**config.mk**
```make
export PLATFORM = sky130hd
export DESIGN_NAME = sync_card_sequencer
export DESIGN_NICKNAME = d
export VERILOG_FILES = /design/src/rtl/sc_pkg.sv /design/src/rtl/sc_fifo.sv /design/src/rtl/sc_clkgen.sv /design/src/rtl/sc_frame.sv /design/src/rtl/sync_card_sequencer.sv
export SDC_FILE = /design/constraint.sdc
export NUM_CORES = 1
export LEC_CHECK = 0
export BUFFER_PORTS_ARGS = -buffer_cell sky130_fd_sc_hd__buf_2
export CORE_MARGIN = 2
export CORE_UTILIZATION = 49
export DETAILED_ROUTE_END_ITERATION = 12
export PLACE_DENSITY_LB_ADDON = 0.12
export SETUP_SLACK_MARGIN = 0.02
export SLEW_MARGIN = 20
export SYNTH_ARGS = -nofsm -noshare
export SYNTH_HDL_FRONTEND = slang
export SYNTH_HIERARCHICAL = 1
export SYNTH_SLANG_ARGS = --single-unit
```
**constraint.sdc**
```tcl
create_clock -name clk -period 8 [get_ports clk]
set_input_delay 1.6 -clock clk [delete_from_list [all_inputs] [get_ports clk]]
set_output_delay 1.6 -clock clk [all_outputs]
set_load 0.005 [all_outputs]
```
**src/rtl/sc_pkg.sv**
```systemverilog
package sc_pkg;
   // kind of a bit slot inside a frame
   typedef enum logic [1:0] {
      SLOT_TX  = 2'd0,
      SLOT_RX  = 2'd1,
      SLOT_ACK = 2'd2
   } slot_e;
endpackage

```
**src/rtl/sc_fifo.sv**
```systemverilog
module sc_fifo #(
   parameter int W     = 8,
   parameter int DEPTH = 4
) (
   input  logic         clk,
   input  logic         rst_n,
   input  logic         push,
   input  logic [W-1:0] din,
   input  logic         pop,
   output logic [W-1:0] dout,
   output logic         full,
   output logic         empty
);
   localparam int AW = (DEPTH > 1) ? $clog2(DEPTH) : 1;

   if (W < 1 || DEPTH < 1 || (DEPTH & (DEPTH - 1)) != 0) begin : g_bad_cfg
      $error("sc_fifo: DEPTH must be a power of two and W at least 1");
   end

   if (DEPTH == 1) begin : g_one
      logic [W-1:0] d_q;
      logic         v_q;
      always_ff @(posedge clk or negedge rst_n) begin
         if (!rst_n) begin
            d_q <= '0;
            v_q <= 1'b0;
         end else if (push && !v_q) begin
            d_q <= din;
            v_q <= 1'b1;
         end else if (pop && v_q) begin
            v_q <= 1'b0;
         end
      end
      assign dout  = d_q;
      assign full  = v_q;
      assign empty = !v_q;
   end else begin : g_ring
      logic [W-1:0]  mem_q [DEPTH];
      logic [AW-1:0] wp_q, rp_q;
      logic [AW:0]   cnt_q;
      logic          do_push, do_pop;

      assign full    = (cnt_q == (AW+1)'(DEPTH));
      assign empty   = (cnt_q == '0);
      assign do_push = push && !full;
      assign do_pop  = pop && !empty;
      assign dout    = mem_q[rp_q];

      always_ff @(posedge clk) begin
         if (do_push) mem_q[wp_q] <= din;
      end

      always_ff @(posedge clk or negedge rst_n) begin
         if (!rst_n) begin
            wp_q  <= '0;
            rp_q  <= '0;
            cnt_q <= '0;
         end else begin
            if (do_push) wp_q <= wp_q + AW'(1);
            if (do_pop)  rp_q <= rp_q + AW'(1);
            case ({do_push, do_pop})
               2'b10:   cnt_q <= cnt_q + (AW+1)'(1);
               2'b01:   cnt_q <= cnt_q - (AW+1)'(1);
               default: cnt_q <= cnt_q;
            endcase
         end
      end
   end
endmodule

```
**src/rtl/sc_clkgen.sv**
```systemverilog
module sc_clkgen #(
   parameter int DIV_W = 8
) (
   input  logic             clk,
   input  logic             rst_n,
   input  logic [DIV_W-1:0] div_i,
   input  logic             stop_i,
   input  logic             lvl_i,
   output logic             ck_o,
   output logic             rise_o,
   output logic             fall_o
);
   if (DIV_W < 1) begin : g_bad_cfg
      $error("sc_clkgen: DIV_W must be at least 1");
   end

   logic [DIV_W-1:0] cnt_q;
   logic             ck_q;
   logic             tick;

   assign tick   = !stop_i && (cnt_q == div_i);
   assign rise_o = tick && !ck_q;
   assign fall_o = tick && ck_q;
   assign ck_o   = ck_q;

   always_ff @(posedge clk or negedge rst_n) begin
      if (!rst_n) begin
         cnt_q <= '0;
         ck_q  <= 1'b0;
      end else if (stop_i) begin
         cnt_q <= '0;
         ck_q  <= lvl_i;
      end else if (tick) begin
         cnt_q <= '0;
         ck_q  <= !ck_q;
      end else begin
         cnt_q <= cnt_q + DIV_W'(1);
      end
   end
endmodule

```
**src/rtl/sc_frame.sv**
```systemverilog
module sc_frame #(
   parameter int LEN_W = 6
) (
   input  logic             clk,
   input  logic             rst_n,
   input  logic             reload_i,
   input  logic [LEN_W-1:0] len_i,
   input  logic             fall_i,
   input  logic             irq_clr_i,
   output logic [LEN_W-1:0] cnt_o,
   output logic [LEN_W-1:0] len_o,
   output logic             run_o,
   output logic             done_o,
   output logic             irq_o
);
   if (LEN_W < 2) begin : g_bad_cfg
      $error("sc_frame: LEN_W must be at least 2");
   end

   logic [LEN_W-1:0] cnt_q, len_q;
   logic             run_q, irq_q, done, step, last;

   assign done = (cnt_q == len_q);
   assign step = fall_i && !reload_i && !done;
   assign last = step && run_q && ((cnt_q + LEN_W'(1)) == len_q);

   always_ff @(posedge clk or negedge rst_n) begin
      if (!rst_n) begin
         cnt_q <= '0;
         len_q <= '0;
         run_q <= 1'b0;
      end else if (reload_i) begin
         cnt_q <= '0;
         len_q <= len_i;
         run_q <= 1'b0;
      end else if (step) begin
         if (!run_q) run_q <= 1'b1;
         else        cnt_q <= cnt_q + LEN_W'(1);
      end
   end

   always_ff @(posedge clk or negedge rst_n) begin
      if (!rst_n)         irq_q <= 1'b0;
      else if (last)      irq_q <= 1'b1;
      else if (irq_clr_i) irq_q <= 1'b0;
   end

   assign cnt_o  = cnt_q;
   assign len_o  = len_q;
   assign run_o  = run_q;
   assign done_o = done;
   assign irq_o  = irq_q;
endmodule

```
**src/rtl/sync_card_sequencer.sv**
```systemverilog
module sync_card_sequencer
   import sc_pkg::*;
#(
   parameter int DIV_W      = 8,
   parameter int LEN_W      = 6,
   parameter int FIFO_DEPTH = 4,
   parameter int BYTE_W     = 8
) (
   input  logic              clk,
   input  logic              rst_n,
   input  logic [DIV_W-1:0]  div_i,
   input  logic              clk_stop_i,
   input  logic              stop_lvl_i,
   input  logic              tx_mode_i,
   input  logic              twowire_i,
   input  logic              sw_io_i,
   input  logic              sw_dir_i,
   input  logic              reload_i,
   input  logic [LEN_W-1:0]  len_i,
   input  logic              irq_clr_i,
   output logic              irq_o,
   input  logic              tx_wr_i,
   input  logic [BYTE_W-1:0] tx_data_i,
   output logic              tx_full_o,
   input  logic              rx_rd_i,
   output logic [BYTE_W-1:0] rx_data_o,
   output logic              rx_empty_o,
   output logic              ack_o,
   output logic              card_clk_o,
   output logic              io_o,
   output logic              io_oe_o,
   input  logic              io_i
);
   localparam int BCW = (BYTE_W > 1) ? $clog2(BYTE_W) : 1;

   if (BYTE_W < 2 || (BYTE_W & (BYTE_W - 1)) != 0) begin : g_bad_cfg
      $error("sync_card_sequencer: BYTE_W must be a power of two, at least 2");
   end

   logic             rise_w, fall_w, run_w, done_w, sw_own;
   logic [LEN_W-1:0] cnt_w, len_w, nxt_idx;
   logic             nxt_valid, tx_step, rx_step, ack_step, tx_pop, rx_push;
   logic             tx_empty, rx_full;
   logic [BYTE_W-1:0] tx_head, tx_sh_q, rx_sh_q, rx_byte;
   logic [BCW-1:0]   tx_bc_q, rx_bc_q;
   logic             io_q, ack_q;
   slot_e            cur_kind, nxt_kind;

   function automatic slot_e slot_kind(input logic [LEN_W-1:0] idx,
                                       input logic [LEN_W-1:0] len,
                                       input logic txm, input logic tw);
      if (tw && idx == len - LEN_W'(1)) return SLOT_ACK;
      return txm ? SLOT_TX : SLOT_RX;
   endfunction

   sc_clkgen #(.DIV_W(DIV_W)) u_clkgen (
      .clk, .rst_n, .div_i, .stop_i(clk_stop_i), .lvl_i(stop_lvl_i),
      .ck_o(card_clk_o), .rise_o(rise_w), .fall_o(fall_w));

   sc_frame #(.LEN_W(LEN_W)) u_frame (
      .clk, .rst_n, .reload_i, .len_i, .fall_i(fall_w), .irq_clr_i,
      .cnt_o(cnt_w), .len_o(len_w), .run_o(run_w), .done_o(done_w), .irq_o);

   // slot bookkeeping: current slot for sampling, next slot for launching
   assign sw_own    = !run_w || done_w;
   assign cur_kind  = slot_kind(cnt_w, len_w, tx_mode_i, twowire_i);
   assign nxt_idx   = run_w ? cnt_w + LEN_W'(1) : '0;
   assign nxt_valid = !done_w && (nxt_idx < len_w);
   assign nxt_kind  = slot_kind(nxt_idx, len_w, tx_mode_i, twowire_i);

   assign tx_step  = fall_w && !reload_i && nxt_valid && nxt_kind == SLOT_TX;
   assign rx_step  = rise_w && !reload_i && !sw_own && cur_kind == SLOT_RX;
   assign ack_step = rise_w && !reload_i && !sw_own && cur_kind == SLOT_ACK && tx_mode_i;
   assign tx_pop   = tx_step && tx_bc_q == '0 && !tx_empty;
   assign rx_byte  = {io_i, rx_sh_q[BYTE_W-1:1]};
   assign rx_push  = rx_step && rx_bc_q == BCW'(BYTE_W - 1) && !rx_full;

   sc_fifo #(.W(BYTE_W), .DEPTH(FIFO_DEPTH)) u_txq (
      .clk, .rst_n, .push(tx_wr_i), .din(tx_data_i), .pop(tx_pop),
      .dout(tx_head), .full(tx_full_o), .empty(tx_empty));

   sc_fifo #(.W(BYTE_W), .DEPTH(FIFO_DEPTH)) u_rxq (
      .clk, .rst_n, .push(rx_push), .din(rx_byte), .pop(rx_rd_i),
      .dout(rx_data_o), .full(rx_full), .empty(rx_empty_o));

   // transmit shifter: launches on the falling card edge
   always_ff @(posedge clk or negedge rst_n) begin
      if (!rst_n) begin
         tx_sh_q <= '1;
         tx_bc_q <= '0;
         io_q    <= 1'b1;
      end else if (reload_i) begin
         tx_bc_q <= '0;
      end else if (tx_step) begin
         tx_bc_q <= tx_bc_q + BCW'(1);
         if (tx_bc_q != '0) begin
            io_q    <= tx_sh_q[0];
            tx_sh_q <= {1'b1, tx_sh_q[BYTE_W-1:1]};
         end else if (!tx_empty) begin
            io_q    <= tx_head[0];
            tx_sh_q <= {1'b1, tx_head[BYTE_W-1:1]};
         end else begin
            io_q    <= 1'b1;
            tx_sh_q <= '1;
         end
      end
   end

   // receive shifter and acknowledge capture: sample on the rising card edge
   always_ff @(posedge clk or negedge rst_n) begin
      if (!rst_n) begin
         rx_sh_q <= '0;
         rx_bc_q <= '0;
         ack_q   <= 1'b1;
      end else if (reload_i) begin
         rx_bc_q <= '0;
      end else begin
         if (rx_step) begin
            rx_sh_q <= rx_byte;
            rx_bc_q <= rx_bc_q + BCW'(1);
         end
         if (ack_step) ack_q <= io_i;
      end
   end

   assign ack_o = ack_q;

   always_comb begin
      io_o    = sw_io_i;
      io_oe_o = tx_mode_i & sw_dir_i;
      if (!sw_own) begin
         unique case (cur_kind)
            SLOT_TX: begin
               io_o    = io_q;
               io_oe_o = 1'b1;
            end
            SLOT_ACK: begin
               io_o    = 1'b0;
               io_oe_o = !tx_mode_i;
            end
            default: begin
               io_o    = 1'b1;
               io_oe_o = 1'b0;
            end
         endcase
      end
   end
endmodule

```
After elaboration in Yosys (flattened, before gate mapping)
Memory sizes are Yosys's and may differ from the RTL's.
Index checks and enable logic that the tools add are counted.

cells by class
  $add $sub $neg = 13
  order comparisons = 1
  eq/ne operators = 14
  mux-type cells = 37
  bitwise gates (word level) = 2
  reduce and logical (&&, ||, !) cells = 55

operators by type and width
  kind                                                  count
  logical AND 1 bit                                     25
  equality test 6 bit                                   4
  2-to-1 mux 6 bit                                      4
  2-to-1 mux 1 bit                                      17
  2-to-1 mux 8 bit                                      2
  nonzero test 2 bit                                    8
  2-to-1 mux 7 bit                                      2
  adder 3 x 1 -> 3 bit (second input constant)          4
  2-to-1 mux 3 bit                                      4
  one-hot mux 3 bit (2 select lines)                    2
  zero test 1 bit                                       11
  equality test 3 bit (second input constant)           3
  zero test 3 bit                                       3
  adder 2 x 1 -> 2 bit (second input constant)          4
  adder 8 x 1 -> 8 bit (second input constant)          1
  equality test 8 bit                                   1
  2-to-1 mux 2 bit                                      4
  AND reduction 2 bit                                   4
  adder 6 x 1 -> 6 bit (second input constant)          1
  equality test 2 x 1 -> 1 bit (second input constant)  3
  equality test 2 bit (second input constant)           3
  less-than comparator 6 bit                            1
  subtractor 3 x 1 -> 3 bit (second input constant)     2
  subtractor 6 x 1 -> 6 bit (second input constant)     1
  other kinds (6)                                       8

storage, ports and cells
  register bits after elaboration = 61
  memory bits (writable) = 64
  bits of input ports = 35
  logic and storage cells = 142
  memories = 2

memory list
  name                depth  bits a word  read ports  clocked after Yosys merged registers in  write ports  RTL line       source
  u_rxq.g_ring.mem_q  4      8            1           0                                        1            sc_fifo.sv:38  logic [W-1:0] mem_q [DEPTH];
  u_txq.g_ring.mem_q  4      8            1           0                                        1            sc_fifo.sv:38

Logic depth before layout (Yosys ltp)
Gate-level depths: netlist (run 1).

  depth in word-level cells = 13
  gate-level depth with buffers = 18
  depth with buffers taken out = 17

Hierarchy
The synthesis (run 1) kept the hierarchy.

modules (own cells, without submodules)
  module               times used  cells each  area an instance (um^2)
  sc_fifo              2           79          1592.8
  sync_card_sequencer  1           178         1730.4
  sc_frame             1           66          755.7
  sc_clkgen            1           51          501.7

Least setup slack after synthesis (run 1)
OpenSTA, ideal clock, no wires.

  path type = in2reg
  from = input port div_i[7]
  to = register u_txq.g_ring.cnt_q[2]
  arrival time = 4.418 ns
  data required time = 7.921 ns
  slack = 3.502 ns
  stages = 16
  path buffers = 0
  path through = xnor2_1 nand4_1 or2_1 nor3b_1 nor4b_1 nand3_1 nor2_1 o21ai_4 nor3_1 o31a_2 ha_1 inv_1 fa_1 xor2_1 nor2_1 xor2_1

between the ends
  cells in the longest elaborated chain, start to end = 11
  elaborated cells between the ends (all ways) = 13
  classes of those cells = eq/ne (3); mux (1); reduce/logical (9)

ends and longest elaborated chain
  item                                                                             RTL line                   source
  from (decl)                                                                      sync_card_sequencer.sv:11  input logic [DIV_W-1:0] div_i,
  equality test 8 bit *                                                            sc_clkgen.sv:21            assign tick = !stop_i && (cnt_q == div_i);
  logical AND 1 bit *                                                              sc_clkgen.sv:21
  logical AND 1 bit *                                                              sc_clkgen.sv:23            assign fall_o = tick && ck_q;
  net fall_w                                                                       sync_card_sequencer.sv:40  logic rise_w, fall_w, run_w, done_w, sw_own;
  logical AND 1 bit * (3 in series)                                                sync_card_sequencer.sv:71  assign tx_step = fall_w && !reload_i && nxt_valid && nxt_kind == SLOT_TX;
  logical AND 1 bit * (2 in series)                                                sync_card_sequencer.sv:74  assign tx_pop = tx_step && tx_bc_q == '0 && !tx_empty;
  net tx_pop                                                                       sync_card_sequencer.sv:42  logic nxt_valid, tx_step, rx_step, ack_step, tx_pop, rx_push;
  logical AND 1 bit *                                                              sc_fifo.sv:46              assign do_pop = pop && !empty;
  net u_txq.g_ring.do_pop                                                          sc_fifo.sv:41              logic do_push, do_pop;
  equality test 2 x 1 -> 1 bit / equality test 2 bit (equally long branches)       sc_fifo.sv:61              case ({do_push, do_pop})
  one-hot mux 3 bit (2 select lines) / nonzero test 2 bit (equally long branches)  n/a
  to (signal assigned)                                                             sc_fifo.sv:62              2'b10: cnt_q <= cnt_q + (AW+1)'(1);
  to (signal assigned)                                                             sc_fifo.sv:63              2'b01: cnt_q <= cnt_q - (AW+1)'(1);
  to (signal assigned)                                                             sc_fifo.sv:64              default: cnt_q <= cnt_q;
  to (decl)                                                                        sc_fifo.sv:40              logic [AW:0] cnt_q;

Mark *: on every way through the listed nets, which the timed path passes. The rest lies on a longest branch.
A chain may end at the register's enable or synchronous reset.

Worst setup path after layout (run 1)
  from = input port twowire_i
  to = output port io_o

between the ends
  cells in the longest elaborated chain, start to end = 6
  elaborated cells between the ends (all ways) = 7
  classes of those cells = eq/ne (1); mux (4); reduce/logical (2)

ends and longest elaborated chain
  item                                                           RTL line                    source
  from (decl)                                                    sync_card_sequencer.sv:15   input logic twowire_i,
  logical AND 1 bit *                                            sync_card_sequencer.sv:52   if (tw && idx == len - LEN_W'(1)) return SLOT_ACK;
  2-to-1 mux 1 bit *                                             sync_card_sequencer.sv:52
  2-to-1 mux 2 bit *                                             sync_card_sequencer.sv:53   return txm ? SLOT_TX : SLOT_RX;
  equality test 2 bit / zero test 2 bit (equally long branches)  sync_card_sequencer.sv:132  unique case (cur_kind)
  one-hot mux 1 bit (2 select lines) *                           sync_card_sequencer.sv:132
  2-to-1 mux 1 bit *                                             sync_card_sequencer.sv:131  if (!sw_own) begin
  to (decl)                                                      sync_card_sequencer.sv:30   output logic io_o,

Every way passes the cells marked *; elsewhere a longest branch is shown, timed or not.

==> results.md, run 1 <==
Floorplanning:
- In this run the standard cell core region covers around 12,000 um^2.
- In this run the core area contains slightly above 40 standard-cell rows.
- Measured along the x axis, the die boundary spans approximately 120 um.
- The height of the chip is between 100 and 150 um.
- For this design the top-level I/O count stands at 50.
- The die covers approximately 14,000 um^2.
- The starting density of the core is between 40% and 50%.

Clocking:
- Buffers inserted during clock tree synthesis total 17.
- The clock root buffer master is clkbuf_16.
- The maximum number of buffers from clock root to sink is 2.
- The H-tree generated during clock tree synthesis spans 4 levels.
- The insertion delay to the later sink of the worst-skew pair is about 0.41 ns.
- The count of clock tree sinks is roughly 120.
- The number of buffers inserted by post-CTS setup repair is 0.
- The number of hold buffers added after CTS was 0.
- After clock tree synthesis, the clock-pin slew on the worst setup and hold paths is 0.06 ns.
- The clock tree from TritonCTS is built.
- Once the clock tree was built, the resizer swapped 0 gates to a different size.

Run status:
- The flow ran to the end, and the final reports show no timing, DRC or antenna violations.

Finish:
- From synthesis to final layout, the design area changed by 15.7%.
- In the layout the commonest cells are edfxtp_1, dfrtp_1, buf_2.
- The fraction of layout instances using a drive strength above 1 is between 20% and 30%.
- 0 antenna diodes ended up in the layout.
- The library cell used most frequently in the layout, excluding fill and tap cells, is edfxtp_1.
- The filler-free cell count of the finished design is 699.
- The layout has 1,046 filler cells.
- The number of nets at the end of the flow is around 580.

Setup path:
- The dominant cell type by count on the critical path is buf_2.
- On the critical path the largest part of the delay comes from simple AND/OR/NAND/NOR gates.
- The sum of buffers and inverters on the critical path is 2.
- The cell type of the slowest stage on the worst timing path is nor4_1.
- The setup path with the least slack is of type input pin to primary output.
- The worst setup path is launched from an input pin.
- The data arrival time of the critical path is around 3.2 ns.
- The highest net fanout along the worst path is 3.
- The critical path goes through buf_2 > nand3_1 > nor4_1 > nand2_1 > ha_1 > nand3b_1 > mux2i_1 > o21ai_0 > buf_2.
- For the worst setup path, the data required time is roughly 6.4 ns.
- The worst setup path is captured at a primary output.
- The delay contributed by the slowest stage of the critical path is ~0.43 ns.

STA:
- The count of final max-slew check failures is 0.
- Setup violations remaining at the end of the flow were counted as 0.
- Setup total negative slack on the finished layout was measured at 0 ns.
- The highest achievable clock rate is 0.208 GHz.
- The worst-case headroom to the max-slew limit is 45.9%.
- Setup repair after global routing left no endpoint under its margin.
- The count of final hold-check violations is 0.
- The slew of the pin with the lowest slew margin is around 0.81 ns.
- Between clock sinks in the finished design, the worst skew comes to around 0.0075 ns.
- The portion of the clock cycle consumed by the worst path in the final layout is 60.0%.
- The routed design could run at a clock period as short as between 4 and 5 ns.
- The worst-case setup margin in the final layout is approximately 3.2 ns.
- Hold is met by between 0.4 and 0.5 ns.

Place:
- Including well taps, the total number of placed cells is approximately 670.
- The HPWL after detailed placement is between 7000 and 8000 um.
- Routability-driven placement finished with a final weighted congestion of ~0.77.
- The number of port buffers is slightly below 50.
- OpenSTA, run right after detailed placement, puts the worst setup slack at ~2.9 ns.

Global route:
- The wire length of the first global-routing pass is roughly 18,000 um.
- The initial antenna violation count is 0.
- The number of global-route vias before repair is roughly 3,500.
- Entering global routing, the biggest net connects 60 pins.
- The total overflow left after global routing is 0.
- The total track usage is about 17%.

Power and ir drop:
- The switching share of power is between 20% and 30%.
- The proportion of power drawn by the clock network is between 40 and 50%.
- The leakage power summed over all cells is 2.91 nW.
- The sequential fraction of design power is around 46%.
- The power spent charging and discharging nets is 0.000472 W.
- Internal power comes to approximately 0.0013 W.
- Combinational cells account for ~14% of the total power.
- Dividing total power by cell area gives a power density of roughly 250 nW/um^2.
- The maximum ir drop on the vdd rail is between 150 and 200 uV.

Logic synthesis:
- The sequential cell area fraction in the yosys report is ~55%.
- Counting flops and latches in the post-synthesis netlist gives approximately 120.
- The total number of yosys warnings is 6.
- In this run the mean area of a mapped cell was 13.6 um^2.
- In the synthesized netlist the async set-or-reset flop fraction comes to roughly 48%.
- The synthesized netlist occupies a cell area of between 6000 and 7000 um^2.
- The number of enable-type register cells in the synthesized netlist is between 60 and 70.
- In the synthesized netlist the dominant register cell turns out to be edfxtp_1.
- The number of nets in the synthesized netlist is 517.
- The cell count after synthesis came out at ~450.
- The number of distinct library cell variants in the gate-level netlist after synthesis is 57.

Detailed routing:
- The via density per instance is roughly 5.1.
- The pre-antenna-repair detailed-routing pass consisted of 5 iterations.
- In the routed design, unresolved DRC markers number 0.
- The detail route stage leaves a number of antenna-violating nets equal to 0.
- The iteration-0 DRC count of the detailed router is between 200 and 250.
- The total via count after detailed routing is around 3,600.
- After detailed routing, the average wire length per cell comes to 14.9 um.
- The final routed wirelength across all metal layers is roughly 10,000 um.

Flow run:
- The tool flagged a number of max-cap violations equal to 0.

Min path:
- The tightest min-delay check is of the flop to flop type.
cell usage after synthesis, types with 5 or more instances:
| cell | count | area (um^2) |
|---|---|---|
| edfxtp_1 | 64 | 1920 |
| o21ai_0 | 13 | 65.1 |
| inv_1 | 30 | 113 |
| xor2_1 | 20 | 175 |
| dfstp_2 | 9 | 236 |
| mux2_1 | 6 | 67.6 |
| mux4_2 | 16 | 360 |
| mux2_2 | 17 | 191 |
| xnor2_1 | 37 | 324 |
| nand2_1 | 26 | 97.6 |
| nor2_1 | 28 | 105 |
| dfrtp_1 | 50 | 1250 |
| mux2i_1 | 5 | 50.1 |
| and2_2 | 9 | 67.6 |
| ha_1 | 27 | 338 |
| nand3_1 | 18 | 90.1 |
path summary, 6_finish.rpt:
path	start	end	slack, ns	cells past startpoint
min	u_frame/irq_o	u_frame/irq_o	0.49	1
max in group asynchronous	rst_n	u_frame/len_o[5]	6.15	2
max reg2reg	u_frame/len_o[0]	u_rxq/g_ring.cnt_q[2]	4.09	17
max	twowire_i	io_o	3.20	9
min in group asynchronous	rst_n	u_clkgen/cnt_q[6]	1.33	2
min reg2reg	u_frame/irq_o	u_frame/irq_o	0.49	1
cells by family after synthesis:
group | count (synthesis) | synth area share [%]
simple gates | 123 | 11.5
buf+inv | 38 | 2.61
compound gates | 34 | 4.24
mux | 46 | 11.3
fa+ha+maj | 29 | 6.12
flops | 123 | 55.2
xor+xnor | 60 | 8.98
state kept, by name (all words and copies together) (netlist names), 3 cells and up:
name / flops
u_rxq/g_ring.cnt_q: 3
u_frame/cnt_o: 6
u_clkgen/cnt_q: 8
tx_bc_q: 3
u_txq/g_ring.mem_q: 32
rx_sh_q: 7
u_rxq/g_ring.mem_q: 32
u_txq/g_ring.cnt_q: 3
rx_bc_q: 3
tx_sh_q: 7
u_frame/len_o: 6
metrics by stage:
step | instance area, um^2 | utilization [%] | power (W)
after floorplan | 6170 | - | 0.000997
after detailed placement | 6590 | 52.9 | 0.00107
after global placement | 6590 | 52.9 | 0.00106
final | 7140 | 57.3 | 0.00176
after global routing | 7140 | 57.3 | 0.00185
after CTS | 7140 | 57.3 | 0.00178
cell type report:
type	count	area (um^2)	area share (%)
Clock buffer	17	425	5.95
Timing Repair Buffer	50	253	3.54
Sequential cell	123	3410	47.7
Tap cell	172	215	3.01
Multi-Input combinational cell	292	2600	36.4
Clock inverter	15	126	1.77
Inverter	30	113	1.58
power groups by stage:
stage | combinational, W | clock, W | sequential [W]
after floorplan | 0.000215 | 0 | 0.000782
after global placement | 0.000244 | 0 | 0.000816
final | 0.000247 | 0.000704 | 0.000806
after CTS | 0.000252 | 0.000722 | 0.000809
after detailed placement | 0.000251 | 0 | 0.000821
after global routing | 0.000283 | 0.000750 | 0.000817
per-layer routing:
| layer | share of wire, % | wire length (um) | track usage [%] | vias up |
|---|---|---|---|---|
| met3 | 3.1 | 327 | 4.41 | 12 |
| met5 | 0 | 0 | 0 | - |
| met2 | 48 | 5020 | 26.4 | 49 |
| met1 | 48 | 4970 | 23.5 | 1751 |
| met4 | 1.1 | 116 | 7.38 | 0 |
| li1 | - | - | - | 1748 |
No activity file was read; power rests on OpenSTA's default activity.
==> run 2: changes to the inputs <==
Clock period 8 ns to 4.8 ns, I/O delays scaled along.
==> results.md, run 2 (synthesis results as in run 1) <==
Floorplanning:
- The die span in x is about 120 um.
- The full die area is ~14,000 um^2.
- For this design the top-level I/O count stands at 50.
- The number of placement rows is 41.
- The region available for standard cell placement spans between 10,000 and 15,000 um^2.
- The height of the chip is about 120 um.
- The starting density of the core is 49.5%.

Setup path:
- The data arrival time of the critical path is just over 3 ns.
- The critical path class is flop to primary output.
- The worst setup path is captured at a primary output.
- STA puts the critical path data required time at about 3.8 ns.
- The worst setup path is launched from a flop.
- The highest net fanout along the worst path is 6.

Clocking:
- The count of clock tree sinks is 123.
- After clock tree synthesis, the setup repair step added 0 buffers.
- The clock-pin transition on the worst setup and hold timing paths is around 0.05 ns.
- The cts-stage hold buffer count is 0.
- CTS placed an instance of clkbuf_16 at the clock tree root.
- TritonCTS built the clock tree.
- The number of buffers created by CTS is 17.
- The maximum number of buffers from clock root to sink is 2.
- The level count of the clock H-tree is 4.
- The insertion delay to the later sink of the worst-skew pair is 0.41 ns.
- In this run, post-CTS repair resized a total of 0 instances.

STA:
- Derived from the worst setup path, the maximum achievable clock frequency is about 0.25 GHz.
- The count of final hold-check violations is 0.
- Setup repair after global routing left no endpoint under its margin.
- Headroom to the max-slew limit came out at about two fifths.
- The worst path uses between 80% and 90% of the clock period.
- After layout, the minimum clock period comes to around 4.1 ns.
- Between clock sinks in the finished design, the worst skew comes to around 0.0056 ns.
- The final setup violation count is 0.
- The setup TNS is 0 ns.
- At the pin with the least slew margin, the transition time is just under 0.9 ns.
- Hold is met by between 0.3 and 0.4 ns.
- The count of final max-slew check failures came to 0.

Place:
- The HPWL after detailed placement is slightly above 7000 um.
- The final weighted congestion of routability-driven global placement is 0.780.
- Input and output buffers added on the ports amount to between 40 and 50.

Global route:
- The met2 track demand over resource in global routing is between 20% and 30%.
- Global routing used 17.2% of the available tracks.
- The global-route met1 utilization is around 22%.
- For met3 alone, demand over resource in global routing was between 4 and 5%.
- The wire length of the first global-routing pass is 17,600 um.
- The number of global-route vias before repair is 3,592.
- For this run the aggregate overflow at the end of global routing stands at 0.
- The initial antenna violation count came to 0.
- Entering global routing, the biggest net connects 58 pins.
- met2 is the most crowded layer.

Finish:
- The fraction of layout instances using a drive strength above 1 is 28.4%.
- The largest registers in the layout are u_rxq/g_ring.mem_q x32, u_txq/g_ring.mem_q x32, u_clkgen/cnt_q x8.
- The number of nets at the end of the flow is 579.
- From synthesis to final layout, the design area changed by 15.6%.
- The most frequent standard cell in the layout excluding fill and tap cells is edfxtp_1.
- In the layout the commonest cells are edfxtp_1, dfrtp_1, buf_2.
- The repair_antennas step left the layout with diodes totalling 0.

Detailed routing:
- The first routing iteration left about 190 violations.
- The wire length per cell is 14.8 um.
- The number of remaining DRC errors is 0.
- The count of nets left with antenna violations once routing finished came out at 0.
- The total via count after detailed routing is 3,570.
- After detailed routing, the number of vias per cell comes to 5.10.
- The first-pass iteration count of the detailed router is 6.
- The final routed wirelength across all metal layers is 10,400 um.

Power and ir drop:
- The areal power density over the cells is 407 nW/um^2.
- The leakage power summed over all cells is 2.91 nW.
- IR analysis of the VDD net gives a maximum drop of between 200 and 250 uV.

Flow run:
- The max-cap check violation count is 0.

Min path:
- The worst hold path belongs to the class input pin to async pin.

Run status:
- The run finished with clean final reports.
[run 2: changes by cell type in the layout (fill, tap and decap cells not counted)]
| cell | before | now |
|---|---|---|
| clkinv_4 | 4 | 2 |
| clkbuf_1 | 0 | 3 |
| clkinv_2 | 2 | 3 |
| clkinv_1 | 3 | 2 |
| buf_4 | 1 | 2 |
| inv_6 | 2 | 1 |
[run 2: routing by layer]
layer	vias up	share of wire [%]
met5	-	0
met4	0	2.0
met3	15	3.2
met2	56	49
met1	1757	46
li1	1742	-
[run 2: area by class of cell]
| cell class | instances | area (um^2) |
|---|---|---|
| Clock buffer | 20 | 437 |
| Clock inverter | 12 | 101 |
| Fill cell | 1012 | 5330 |
| Inverter | 30 | 113 |
| Multi-Input combinational cell | 292 | 2600 |
| Sequential cell | 123 | 3410 |
| Tap cell | 172 | 215 |
| Timing Repair Buffer | 51 | 260 |
[run 2: report_power, final]
group          internal, W  switching, W
registers          0.00122      0.000120
logic             0.000208      0.000202
clock network     0.000706      0.000443
total              0.00214      0.000765
[run 2: final timing paths]
kind,from,to,slack [ns],cells past startpoint
max,u_frame/len_o[0],io_o,0.75,11
min,rst_n,u_clkgen/cnt_q[5],0.33,1
max reg2reg,u_frame/cnt_o[0],u_txq/g_ring.cnt_q[2],0.97,16
min reg2reg,u_frame/irq_o,u_frame/irq_o,0.49,1
max in group asynchronous,rst_n,u_txq/g_ring.cnt_q[1],3.57,2
min in group clk,u_frame/irq_o,u_frame/irq_o,0.49,1
[run 2: worst max-delay path: stages, from the launching register on]
cell	delay, ns
dfrtp_1	0.48
inv_1	0.09
ha_1	0.23
xnor2_1	0.28
xnor2_1	0.10
nor4_1	0.51
nand2_1	0.19
ha_1	0.22
nand3b_1	0.18
mux2i_1	0.18
o21ai_0	0.09
buf_2	0.13
[run 2: stage by stage]
| step | instance area [um^2] | std cells | setup WS [ns] | total power, W | util, % |
|---|---|---|---|---|---|
| after CTS | 7140 | 700 | 0.700 | 0.00295 | 57.3 |
| after floorplan | 6170 | 453 | 0.942 | 0.00166 | - |
| after detailed placement | 6600 | 668 | 0.290 | 0.00178 | 52.9 |
| after global placement | 6600 | 668 | 0.436 | 0.00177 | 52.9 |
| final | 7140 | 700 | 0.748 | 0.00290 | 57.3 |
| after global routing | 7140 | 700 | 0.433 | 0.00306 | 57.3 |
